--- config.mk ---
export PLATFORM = sky130hd
export DESIGN_NAME = ide_rd_prefetch
export DESIGN_NICKNAME = d
export VERILOG_FILES = /design/src/rtl/ide_pf_pkg.sv /design/src/rtl/ide_pf_cmd_snoop.sv /design/src/rtl/ide_pf_sector.sv /design/src/rtl/ide_pf_fifo.sv /design/src/rtl/ide_rd_prefetch.sv
export SDC_FILE = /design/constraint.sdc
export NUM_CORES = 1
export LEC_CHECK = 0
export BUFFER_PORTS_ARGS = -buffer_cell sky130_fd_sc_hd__buf_2
export CAP_MARGIN = 40
export CORE_UTILIZATION = 49
export DETAILED_ROUTE_END_ITERATION = 8
export PLACE_DENSITY = 0.74
export SYNTH_ARGS = -nofsm -noshare
export SYNTH_HDL_FRONTEND = slang
export SYNTH_HIERARCHICAL = 1
export SYNTH_SLANG_ARGS = --single-unit
--- constraint.sdc ---
create_clock -name clk -period 3.7 [get_ports clk]
set_clock_uncertainty 0.05 [all_clocks]
set_input_delay 0.74 -clock clk [delete_from_list [all_inputs] [get_ports clk]]
set_output_delay 0.74 -clock clk [all_outputs]
set_load 0.02 [all_outputs]
--- src/rtl/ide_pf_pkg.sv ---
package ide_pf_pkg;
  localparam logic [15:0] IDE_DATA_ADDR = 16'h01F0;
  localparam logic [15:0] IDE_CMD_ADDR  = 16'h01F7;

  typedef enum logic [1:0] {
    ST_IDLE = 2'd0,
    ST_HOLD = 2'd1,
    ST_WAIT = 2'd2
  } ctl_state_e;

  // Number of DWORDs kept buffered or in flight for a mode code.
  function automatic logic [1:0] prime_depth(input logic [1:0] mode);
    case (mode)
      2'b01:   prime_depth = 2'd2;
      2'b10:   prime_depth = 2'd3;
      default: prime_depth = 2'd0;
    endcase
  endfunction

  // Command bytes that start a data-in transfer.
  function automatic logic is_read_cmd(input logic [7:0] cmd);
    is_read_cmd = (cmd == 8'h20) || (cmd == 8'hC4) || (cmd == 8'hE4);
  endfunction
endpackage

--- src/rtl/ide_pf_cmd_snoop.sv ---
module ide_pf_cmd_snoop
  import ide_pf_pkg::*;
(
  input  logic       clk,
  input  logic       rst_n,
  input  logic       cmd_wr,
  input  logic [7:0] cmd_byte,
  output logic       cmd_read
);
  always_ff @(posedge clk) begin
    if (!rst_n)      cmd_read <= 1'b0;
    else if (cmd_wr) cmd_read <= is_read_cmd(cmd_byte);
  end
endmodule

--- src/rtl/ide_pf_sector.sv ---
module ide_pf_sector #(
  parameter int SECTOR_DW = 128
) (
  input  logic clk,
  input  logic rst_n,
  input  logic clr,
  input  logic adv,
  output logic full
);
  localparam int POS_W = $clog2(SECTOR_DW);
  localparam logic [POS_W-1:0] LAST = POS_W'(SECTOR_DW - 1);

  logic [POS_W-1:0] pos;

  always_ff @(posedge clk) begin
    if (!rst_n || clr) begin
      pos  <= '0;
      full <= 1'b0;
    end else if (adv && !full) begin
      if (pos == LAST) begin
        pos  <= '0;
        full <= 1'b1;
      end else begin
        pos <= pos + 1'b1;
      end
    end
  end
endmodule

--- src/rtl/ide_pf_fifo.sv ---
module ide_pf_fifo #(
  parameter int DEPTH = 3,
  parameter int W     = 32
) (
  input  logic                       clk,
  input  logic                       rst_n,
  input  logic                       flush,
  input  logic                       push,
  input  logic [W-1:0]               din,
  input  logic                       pop,
  output logic [W-1:0]               dout,
  output logic [$clog2(DEPTH+1)-1:0] count
);
  localparam int PTR_W = (DEPTH > 1) ? $clog2(DEPTH) : 1;
  localparam int CNT_W = $clog2(DEPTH + 1);

  logic [W-1:0]     mem [DEPTH];
  logic [PTR_W-1:0] wr_ptr, rd_ptr;

  function automatic logic [PTR_W-1:0] ptr_next(input logic [PTR_W-1:0] p);
    ptr_next = (p == PTR_W'(DEPTH - 1)) ? '0 : p + 1'b1;
  endfunction

  assign dout = mem[rd_ptr];

  always_ff @(posedge clk) begin
    if (!rst_n || flush) begin
      wr_ptr <= '0;
      rd_ptr <= '0;
      count  <= '0;
    end else begin
      if (push) wr_ptr <= ptr_next(wr_ptr);
      if (pop)  rd_ptr <= ptr_next(rd_ptr);
      case ({push, pop})
        2'b10:   count <= count + CNT_W'(1);
        2'b01:   count <= count - CNT_W'(1);
        default: count <= count;
      endcase
    end
  end

  always_ff @(posedge clk) begin
    if (push) mem[wr_ptr] <= din;
  end
endmodule

--- src/rtl/ide_rd_prefetch.sv ---
module ide_rd_prefetch
  import ide_pf_pkg::*;
#(
  parameter int BUF_DEPTH = 3,
  parameter int SECTOR_DW = 128
) (
  input  logic        clk,
  input  logic        rst_n,
  input  logic [1:0]  cfg_pf_mode,
  input  logic        cfg_post_wr,
  input  logic        io_req,
  input  logic        io_wr,
  input  logic [15:0] io_addr,
  input  logic [3:0]  io_be,
  input  logic [31:0] io_wdata,
  output logic        io_done,
  output logic [31:0] io_rdata,
  output logic        io_wait,
  output logic        rq_valid,
  output logic        rq_wr,
  output logic [15:0] rq_addr,
  output logic [3:0]  rq_be,
  output logic [31:0] rq_wdata,
  output logic        rq_need_rsp,
  output logic        rq_prefetch,
  input  logic        rs_valid,
  input  logic [31:0] rs_data,
  output logic        pf_err
);
  localparam int CNT_W  = $clog2(BUF_DEPTH + 1);
  localparam int FILL_W = CNT_W + 1;

  ctl_state_e        state;
  logic              l_wr;
  logic [15:0]       l_addr;
  logic [3:0]        l_be;
  logic [31:0]       l_wdata;
  logic [CNT_W-1:0]  pf_pending;
  logic [CNT_W-1:0]  fifo_cnt;
  logic [31:0]       fifo_head;
  logic [FILL_W-1:0] fill_lvl;
  logic              cmd_read, sec_full, pf_active;
  logic              hold_data_rd, hold_pf_read, hold_bad, serve_buf;
  logic              demand_path, dem_issue, dem_posted, pf_issue;
  logic              rsp_to_buf, flush_buf, cmd_wr_ev;

  // Named internal events.
  assign pf_active    = (prime_depth(cfg_pf_mode) != 2'd0) && cmd_read;
  assign fill_lvl     = FILL_W'(fifo_cnt) + FILL_W'(pf_pending);
  assign hold_data_rd = (state == ST_HOLD) && !l_wr && (l_addr == IDE_DATA_ADDR) && pf_active;
  assign hold_pf_read = hold_data_rd && (l_be == 4'hF);
  assign hold_bad     = hold_data_rd && (l_be != 4'hF);
  assign serve_buf    = hold_pf_read && (fifo_cnt != '0);
  assign demand_path  = (state == ST_HOLD) &&
                        !(hold_pf_read && ((fifo_cnt != '0) || (pf_pending != '0)));
  assign dem_issue    = demand_path && (pf_pending == '0);
  assign dem_posted   = l_wr && (l_addr == IDE_DATA_ADDR) && cfg_post_wr;
  assign pf_issue     = (state == ST_IDLE) && pf_active && !sec_full &&
                        (fill_lvl < FILL_W'(prime_depth(cfg_pf_mode)));
  assign rsp_to_buf   = rs_valid && (state != ST_WAIT);
  assign cmd_wr_ev    = dem_issue && l_wr && (l_addr == IDE_CMD_ADDR);
  assign flush_buf    = cmd_wr_ev || (dem_issue && hold_bad);

  // Request channel.
  assign rq_valid    = dem_issue || pf_issue;
  assign rq_prefetch = pf_issue;
  assign rq_wr       = dem_issue && l_wr;
  assign rq_addr     = dem_issue ? l_addr  : IDE_DATA_ADDR;
  assign rq_be       = dem_issue ? l_be    : 4'hF;
  assign rq_wdata    = dem_issue ? l_wdata : 32'h0;
  assign rq_need_rsp = dem_issue ? !dem_posted : 1'b1;
  assign io_wait     = (state != ST_IDLE);

  ide_pf_cmd_snoop i_snoop (
    .clk      (clk),
    .rst_n    (rst_n),
    .cmd_wr   (cmd_wr_ev),
    .cmd_byte (l_wdata[7:0]),
    .cmd_read (cmd_read)
  );

  ide_pf_sector #(.SECTOR_DW(SECTOR_DW)) i_sector (
    .clk   (clk),
    .rst_n (rst_n),
    .clr   (cmd_wr_ev),
    .adv   (pf_issue),
    .full  (sec_full)
  );

  ide_pf_fifo #(.DEPTH(BUF_DEPTH), .W(32)) i_fifo (
    .clk   (clk),
    .rst_n (rst_n),
    .flush (flush_buf),
    .push  (rsp_to_buf),
    .din   (rs_data),
    .pop   (serve_buf),
    .dout  (fifo_head),
    .count (fifo_cnt)
  );

  always_ff @(posedge clk) begin
    if (!rst_n) begin
      state      <= ST_IDLE;
      l_wr       <= 1'b0;
      l_addr     <= '0;
      l_be       <= '0;
      l_wdata    <= '0;
      io_done    <= 1'b0;
      io_rdata   <= '0;
      pf_pending <= '0;
      pf_err     <= 1'b0;
    end else begin
      io_done <= 1'b0;
      case ({pf_issue, rsp_to_buf})
        2'b10:   pf_pending <= pf_pending + CNT_W'(1);
        2'b01:   pf_pending <= pf_pending - CNT_W'(1);
        default: pf_pending <= pf_pending;
      endcase
      if (dem_issue && hold_bad) pf_err <= 1'b1;
      case (state)
        ST_IDLE: begin
          if (io_req) begin
            l_wr    <= io_wr;
            l_addr  <= io_addr;
            l_be    <= io_be;
            l_wdata <= io_wdata;
            state   <= ST_HOLD;
          end
        end
        ST_HOLD: begin
          if (serve_buf) begin
            io_done  <= 1'b1;
            io_rdata <= fifo_head;
            state    <= ST_IDLE;
          end else if (dem_issue) begin
            if (dem_posted) begin
              io_done  <= 1'b1;
              io_rdata <= '0;
              state    <= ST_IDLE;
            end else begin
              state <= ST_WAIT;
            end
          end
        end
        ST_WAIT: begin
          if (rs_valid) begin
            io_done  <= 1'b1;
            io_rdata <= l_wr ? 32'h0 : rs_data;
            state    <= ST_IDLE;
          end
        end
        default: state <= ST_IDLE;
      endcase
    end
  end
endmodule

==> results of run 1 <==
## metrics by stage
| stage | utilization, % | hold slack [ps] | setup WS [ps] | area (sq um) |
|---|---|---|---|---|
| floorplan | - | 382 | 658 | 8800 |
| global placement | 56.5 | 391 | 347 | 9840 |
| detailed placement | 56.9 | 396 | 267 | 9900 |
| CTS | 60.9 | 386 | 252 | 10600 |
| global route | 60.9 | 382 | 150 | 10600 |
| finish | 60.9 | 403 | 234 | 10600 |
## state kept, by name (all words and copies together), names as in the netlist, 2 cells and up, named ones only
register,flops
i_fifo/count,2
i_fifo/mem,96
i_fifo/rd_ptr,2
i_fifo/wr_ptr,2
i_sector/pos,7
io_rdata,32
l_addr,16
l_be,4
l_wdata,32
pf_pending,2
state,2
## worst register-to-register path, cell delays in order, from the launching register on
cell,delay [ps]
dfxtp_1,430
ha_1,200
fa_1,420
ha_1,190
nor4_1,170
nand4b_1,220
inv_1,240
nand3b_1,200
or4_1,440
a21oi_1,170
## report_power, final
| part | internal [mW] | leakage (nW) | switching, mW |
|---|---|---|---|
| combinational | 0.193 | 1.86 | 0.368 |
| clock | 1.26 | 0.353 | 0.872 |
| sequential | 2.49 | 1.77 | 0.0615 |
## Yosys cell counts, types with 4 or more instances
cell type    n
nand2_1    153
dfxtp_1    108
edfxtp_1    96
a21oi_1     66
clkbuf_1    50
and2_1      45
o21ai_0     38
nand4_1     34
a32oi_1     32
mux2i_1     32
o31ai_2     30
nand2b_1    15
inv_1       11
nor2_1      10
buf_6        9
ha_1         9
nor3_1       6
or3_1        6
o31ai_1      5
nand3b_1     4
nor2b_1      4
## routing by layer
metal | global-route usage (%) | vias to the layer above | share of wire (%)
met4 | 4.88 | 2 | 1.5
met2 | 39.9 | 251 | 49
met1 | 27.5 | 3233 | 41
met5 | 0 | - | 0.062
met3 | 5.29 | 33 | 8.2
li1 | - | 3289 | -
## layout make-up
cell class	count	area, sq um	share of cell area [%]
Inverter	13	50.0	0.472
Timing Repair Buffer	200	1110	10.4
Clock inverter	13	128	1.20
Multi-Input combinational cell	536	3420	32.2
Clock buffer	27	579	5.46
Sequential cell	204	5050	47.6
Tap cell	225	282	2.65
## worst max-delay path by stage
stage	startpoint	endpoint	slack, ps	cells past startpoint
2_1_floorplan	cfg_pf_mode[0]	rq_valid	660	7
3_3_place_gp	cfg_pf_mode[0]	rq_wdata[1]	350	9
3_5_place_dp	cfg_pf_mode[0]	rq_wdata[0]	270	9
4_1_cts	cfg_pf_mode[0]	rq_wdata[0]	250	9
5_1_grt	cfg_pf_mode[0]	rq_wdata[7]	150	9
6_report	cfg_pf_mode[0]	rq_wdata[7]	230	9
## cells by family after synthesis
logic type / Yosys count / synth area share, %
fa+ha+maj: 10 / 1.51
xor+xnor: 5 / 0.498
flops: 204 / 57.4
compound gates: 186 / 15.1
mux: 32 / 3.64
simple gates: 303 / 17.8
buf+inv: 75 / 4.04
==> results.txt, run 1 <==
FF-to-FF Start: pf_pending[0]$_SDFFE_PN0P_
Min Clock Period, post-route: 3470 ps
cts hold-fix bufs: 0
Worst Hold Path EP: l_wdata[28]$_SDFFE_PN0P_
top_reg_cell synth: dfxtp_1
post-CTS resize count: 0
setup tns final: 0 ps
Synth top area share: 32.8%
critical path required time: 2910 ps
cell-by-cell trace of the critical path: buf_2 -> inv_1 -> ha_1 -> and4bb_1 -> nand4_1 -> o31a_1 -> buf_4 -> and2_1 -> buf_2
CP endpoint kind: output pin
CTS tree: built
endpoints failing hold: 0
Die Ht: 136 microns
router iterations before antenna repair: 5
asr flop ratio synth: 0%
clk_lat worst skew: 500 ps
commonest non-fill, non-tap cells in the layout: buf_2, nand2_1, dfxtp_1
PnR Total Power: 5.24 mW
Crit Path Category: in2out
RSZ-0062 raised after global routing: no
Initial Utilization: 50.5%
sequential cell area fraction in the yosys report: 57.4%
clk sink count: 204
first-pass GRT wire length: 32.7 mm
worst min path class: reg2reg
Final nets: 1,079
Pwr per Cell Area: 494 mW/mm^2
worst-path fanout max: 53
reg-to-reg slack, setup: 890 ps
final setup violation count: 0
CP max stage delay: 340 ps
most common cell after layout, fill and taps aside: buf_2
Reg clk slew, reported paths: 60 ps
fin crit share: 93.7%
largest cells by area after synthesis: edfxtp_1, dfxtp_1, nand2_1, o31ai_2, a21oi_1
routed len/inst: 17.1 microns
io pins: 183
EDFF count, synth: 96
DRC: 0
Post-Place Cells: 1,178
number of synthesized register bits: 204
Startpoint Class: primary input
Warnings, synthesis: 6
largest area contributor in the netlist: edfxtp_1
chip width: 136 microns
worst rel slew slack: 49.9%
GPL Wtd Cong: 0.767
worst r2r path cells: 9
DRT iter0 DRCs: 369
total track usage: 22.4%
Detail Route Antenna Nets: 0
Via density: 5.59
initial antenna violation count: 1
Worst Hold Depth: 2
Port Buffer Count: 182
htree depth: 1
Vias: 6,808
Max Fclk: 289 MHz
layout cells sized above 1: 28.3%
core area: 0.0174 sq mm
Worst-Margin Slew: 751 ps
count of different cell masters after synthesis: 57
status: complete, no violations
worst hold start: l_wdata[28]$_SDFFE_PN0P_
Max Slew Vio Count: 0
FP Rows: 48
Crit path max-delay family: simple AND/OR/NAND/NOR gates
FF-to-FF End: i_sector/pos[6]$_SDFFE_PP0P_
largest net degree at the start of global routing: 63
clock root buffer: clkbuf_16
Leak: 3.98 nW
fillers: 1,456
post-CTS setup buffer count: 0
gr ovfl total: 0
slowest CP cell: ha_1
# Max-Cap Violations: 0
vias in the first global route: 6,416
CP arrival: 2680 ps
VDD IR-drop max: 400 uV
post-synthesis net count: 917
post-route insts no fill: 1,218
clock buffer count from CTS: 22
DP Wirelength: 12.9 mm
clock buffer depth: 3
gate count after technology mapping: 815
routed wire length: 20.8 mm
CP dominant cell by count: buf_2
area added between synthesis and finish: 20.7%
die area: 0.0185 sq mm
Mapped Area: 0.00879 sq mm
Syn Area/Cell: 10.8 sq um
CP Buf/Inv Count: 4
ANT cells: 0
Note: power is estimated with default switching activity, not from simulation.
==> run 2, diff against run 1 <==
==> constraint.sdc (replaced) <==
create_clock -name clk -period 2.9 [get_ports clk]
set_clock_uncertainty 0.05 [all_clocks]
set_input_delay 0.58 -clock clk [delete_from_list [all_inputs] [get_ports clk]]
set_output_delay 0.58 -clock clk [all_outputs]
set_load 0.01 [all_outputs]
==> results.txt, run 2 (synthesis results as in run 1) <==
chip width: 136 microns
Vias: 7,033
Worst Hold Depth: 1
Max Fclk: 341 MHz
Crit Path Category: reg2out
setup ws final: -29.5 ps
GPL Wtd Cong: 0.821
RSZ-0062 raised after global routing: yes
Port Buffer Count: 182
CP arrival: 2300 ps
clock root buffer: clkbuf_16
Via density: 5.64
CTS tree: built
DRC: 0
Worst Hold Path EP: i_fifo/mem[0][11]$_DFFE_PP_
FF-to-FF Start: pf_pending[0]$_SDFFE_PN0P_
violated checks: negative setup slack
placed cell areas: 0.00997 sq mm
DP Wirelength: 13.0 mm
routed len/inst: 17.8 microns
io pins: 183
die area: 0.0185 sq mm
core area: 0.0174 sq mm
endpoints failing hold: 0
slowest CP cell: o31a_4
worst hold start: rs_data[11]
Final nets: 1,106
CP max stage delay: 410 ps
final setup violation count: 16
cts hold-fix bufs: 0
minimum hold slack: 259 ps
max reg flops: 96
Detail Route Antenna Nets: 0
worst r2r path cells: 9
Min Clock Period, post-route: 2930 ps
critical path required time: 2270 ps
worst-path fanout max: 9
commonest non-fill, non-tap cells in the layout: nand2_1, buf_2, dfxtp_1
router iterations before antenna repair: 5
largest net degree at the start of global routing: 66
routed wire length: 22.2 mm
Regs by FF count: i_fifo/mem (96), io_rdata (32), l_wdata (32)
Core Util, Final: 64.5%
clock buffer count from CTS: 22
first-pass GRT wire length: 33.2 mm
total track usage: 22.8%
worst rel slew slack: 55.7%
Leak: 4.19 nW
Worst-Margin Slew: 664 ps
Post-Place Cells: 1,188
DRT iter0 DRCs: 470
Die Ht: 136 microns
clk sink count: 204
Startpoint Class: flip-flop
VDD IR-drop max: 462 uV
FF-to-FF End: pf_pending[1]$_SDFFE_PN0P_
status: finished with violations
clock buffer depth: 3
CP dominant cell by count: buf_2
layout cells sized above 1: 34.5%
final instance area: 0.0112 sq mm
Crit path max-delay family: simple AND/OR/NAND/NOR gates
cell-by-cell trace of the critical path: inv_2 -> ha_4 -> and4bb_1 -> nand4_1 -> o31a_4 -> buf_2 -> nand2b_1 -> buf_2
CP Buf/Inv Count: 3
clk_lat worst skew: 490 ps
fin crit share: 101%
Max Slew Vio Count: 0
gr ovfl total: 0
Reg clk slew, reported paths: 60 ps
reg-to-reg slack, setup: 210 ps
most common cell after layout, fill and taps aside: nand2_1
Biggest register: i_fifo/mem
FP Rows: 48
htree depth: 1
post-route insts no fill: 1,247
initial antenna violation count: 3
vias in the first global route: 6,520
worst min path class: in2reg
# Max-Cap Violations: 0
Setup WS pre-CTS: -70.9 ps
area added between synthesis and finish: 27.8%
CP endpoint kind: output pin
Initial Utilization: 50.5%
Pwr per Cell Area: 591 mW/mm^2
-- run 2: cell count changes in the layout (fill, tap and decap cells not counted), sizes merged --
cell and delta:
buf +24, clkbuf +5, bufinv -2, diode +2
clkinvlp +1, inv -1
-- run 2: area by class of cell --
type,instances,area (sq um)
tap,225,282
clock inverter,11,51.3
inverter,13,50.0
multi-input combinational,536,3600
antenna,2,5.00
clock buffer,29,598
fill,1329,6180
sequential,204,5060
timing repair buffer,227,1600
-- run 2: layer usage --
metal  GRT usage [%]  up-vias  part of all wire [%]
li1                -     3355                     -
met1            28.2     3342                    41
met2            40.3      282                    50
met3            4.47       52                   7.3
met4            6.30        2                   2.5
met5               0        -                 0.059
-- run 2: worst max path at each step --
| stage | from | slack (ps) | depth (start not counted) | end |
|---|---|---|---|---|
| floorplan | state[0]$_SDFFE_PN0P_ | 140 | 5 | i_fifo/mem[0][0]$_DFFE_PP_ |
| global placement | cfg_pf_mode[0] | 0.1 | 9 | rq_wdata[30] |
| detailed placement | cfg_pf_mode[0] | -70 | 9 | rq_wdata[18] |
| CTS | state[1]$_SDFFE_PN0P_ | -50 | 8 | rq_wdata[18] |
| global route | state[1]$_SDFFE_PN0P_ | -130 | 8 | rq_wdata[9] |
| finish | state[1]$_SDFFE_PN0P_ | -30 | 8 | rq_valid |
-- run 2: where the power goes --
| group | leakage, nW | internal [mW] | switching (mW) |
|---|---|---|---|
| logic | 2.10 | 0.352 | 0.488 |
| registers | 1.77 | 3.18 | 0.0876 |
| clock network | 0.318 | 1.45 | 1.09 |
| total | 4.19 | 4.98 | 1.66 |
-- run 2: timing repair --
action / in CTS / in global routing
hold endpoints to repair: 0 / 0
setup buffers: 5 / 6
setup endpoints to repair: 51 / 52
cloned: 2 / 4
gates resized for setup: 25 / 77
pin swaps: 5 / 12
-- run 2: worst reg2reg max path, delay by kind of cell, from the launching register on --
kind                     cells  cell delay [ps]
AND/OR/NAND/NOR              3              730
flip-flops                   1              360
AO/OA/AOI/OAI                1              150
adder cells (fa/ha/maj)      4             1130
buffers and inverters        1              200
-- run 2: metrics by stage --
step,power [mW],TNS (ps)
finish,6.64,-217
global route,6.89,-3390
CTS,6.55,-1230
detailed placement,4.00,-2380
global placement,3.98,0
floorplan,3.72,0
==> run 3, diff against run 2 <==
- CTS_BUF_LIST: not set -> sky130_fd_sc_hd__clkbuf_16
==> results.txt, run 3 (synthesis results as in run 1) <==
worst-path fanout max: 9
FF-to-FF End: pf_pending[1]$_SDFFE_PN0P_
PnR Total Power: 6.61 mW
Min Clock Period, post-route: 2930 ps
worst rel slew slack: 56.1%
io pins: 183
Initial Utilization: 50.5%
RSZ-0062 raised after global routing: yes
Port Buffer Count: 182
Clock power frac: 37.9%
Sw Ratio: 25.0%
DRC: 0
layout cells sized above 1: 34.5%
htree depth: 1
Die Ht: 136 microns
# Max-Cap Violations: 0
final setup violation count: 15
Biggest register: i_fifo/mem
most common cell after layout, fill and taps aside: nand2_1
CP Buf/Inv Count: 3
Worst Hold Depth: 1
DP Wirelength: 13.0 mm
CTS tree: built
first-pass GRT wire length: 33.2 mm
busiest grt layer: met2
CP dominant cell by count: buf_2
combinational group share of total power: 12.7%
gr ovfl total: 0
CP endpoint kind: output pin
die area: 0.0185 sq mm
critical path required time: 2270 ps
routed wire length: 22.1 mm
Storage cell area: 0.00506 sq mm
fin crit share: 101%
placed cell areas: 0.00997 sq mm
cts hold-fix bufs: 0
Flop pwr share: 49.4%
Startpoint Class: flip-flop
Leak: 4.22 nW
GPL Wtd Cong: 0.821
router iterations before antenna repair: 4
cell-by-cell trace of the critical path: inv_2 -> ha_4 -> and4bb_1 -> nand4_1 -> o31a_4 -> buf_2 -> nand2b_1 -> buf_2
chip width: 136 microns
clock buffer count from CTS: 22
largest net degree at the start of global routing: 66
Post-Place Cells: 1,188
CP max stage delay: 410 ps
Setup WS pre-CTS: -70.9 ps
Regs by FF count: i_fifo/mem (96), io_rdata (32), l_wdata (32)
Vias: 7,045
Sw Pwr: 1.65 mW
core area: 0.0174 sq mm
setup ws final: -29.6 ps
Crit Path Category: reg2out
area added between synthesis and finish: 27.8%
Detail Route Antenna Nets: 0
Via density: 5.65
post-route insts no fill: 1,247
Final nets: 1,106
reg-to-reg slack, setup: 210 ps
GR met1 Demand/Resource: 28.2%
Worst-Margin Slew: 659 ps
CP arrival: 2300 ps
max reg flops: 96
Max Fclk: 341 MHz
status: finished with violations
Core Util, Final: 64.5%
Crit. Startpoint: state[1]$_SDFFE_PN0P_
worst min path class: in2reg
Max Slew Vio Count: 0
VDD IR-drop max: 460 uV
commonest non-fill, non-tap cells in the layout: nand2_1, buf_2, dfxtp_1
Crit path max-delay family: simple AND/OR/NAND/NOR gates
endpoints failing hold: 0
FF-to-FF Start: pf_pending[0]$_SDFFE_PN0P_
final instance area: 0.0112 sq mm
DRT iter0 DRCs: 461
met3 Use GR: 4.47%
worst r2r path cells: 9
slowest CP cell: o31a_4
routed len/inst: 17.7 microns
FP Rows: 48
Reg clk slew, reported paths: 60 ps
initial antenna violation count: 3
Worst Setup EP: rq_valid
area of the multi-input gates: 0.00360 sq mm
violated checks: negative setup slack
CP Depth: 8
fillers: 1,329
total track usage: 22.8%
clk_lat worst skew: 490 ps
met2 Track Usage GR: 40.3%
Pwr per Cell Area: 588 mW/mm^2
clk sink count: 204
internal power: 4.96 mW
vias in the first global route: 6,520
clock buffer depth: 3
clock root buffer: clkbuf_16
run 3: cell count changes in the layout (fill, tap and decap cells not counted), sizes merged:
cell / delta
inv: +6
clkbuf: -6
run 3: worst min-delay path by stage:
stage                                         from                         end  slack [ps]
after floorplan           l_wdata[10]$_SDFFE_PN0P_    l_wdata[10]$_SDFFE_PN0P_         380
after global placement    l_wdata[27]$_SDFFE_PN0P_    l_wdata[27]$_SDFFE_PN0P_         390
after detailed placement   l_wdata[9]$_SDFFE_PN0P_     l_wdata[9]$_SDFFE_PN0P_         400
after CTS                               rs_data[6]  i_fifo/mem[0][6]$_DFFE_PP_         250
after global routing                    rs_data[5]  i_fifo/mem[0][5]$_DFFE_PP_         240
final                                   rs_data[7]  i_fifo/mem[1][7]$_DFFE_PP_         260
run 3: per-layer routing:
metal,wire (microns),share of wire [%],vias to the layer above
met5,13,0.059,-
met4,523,2.4,2
met3,1630,7.4,50
met2,10900,50,282
met1,8970,41,3358
li1,-,-,3353
run 3: through the flow:
| step | hold slack, ps | setup TNS, ps |
|---|---|---|
| 2_1_floorplan | 382 | 0 |
| 3_3_place_gp | 392 | 0 |
| 3_5_place_dp | 395 | -2380 |
| 4_1_cts | 246 | -1230 |
| 5_1_grt | 241 | -3390 |
| 6_report | 261 | -217 |
run 3: power groups by stage:
| stage | clock network, mW | registers [mW] | logic [mW] |
|---|---|---|---|
| 2_1_floorplan | 0 | 3.29 | 0.425 |
| 3_3_place_gp | 0 | 3.31 | 0.663 |
| 3_5_place_dp | 0 | 3.31 | 0.681 |
| 4_1_cts | 2.55 | 3.26 | 0.721 |
| 5_1_grt | 2.67 | 3.28 | 0.911 |
| 6_report | 2.50 | 3.27 | 0.840 |
run 3: area by class of cell:
| cell class | instances | share of cell area (%) |
|---|---|---|
| clock inverter | 17 | 0.657 |
| antenna | 2 | 0.0445 |
| sequential | 204 | 45.0 |
| multi-input combinational | 536 | 32.0 |
| timing repair buffer | 227 | 14.2 |
| inverter | 13 | 0.445 |
| clock buffer | 23 | 5.12 |
| tap | 225 | 2.51 |
run 3: repair_timing:
| item | in CTS | in global routing |
|---|---|---|
| cloned | 2 | 4 |
| pin swaps | 5 | 12 |
| gates resized for setup | 25 | 77 |
| buffers inserted | 5 | 6 |
| endpoints found under the hold margin | 0 | 0 |
| setup endpoints to repair | 51 | 52 |
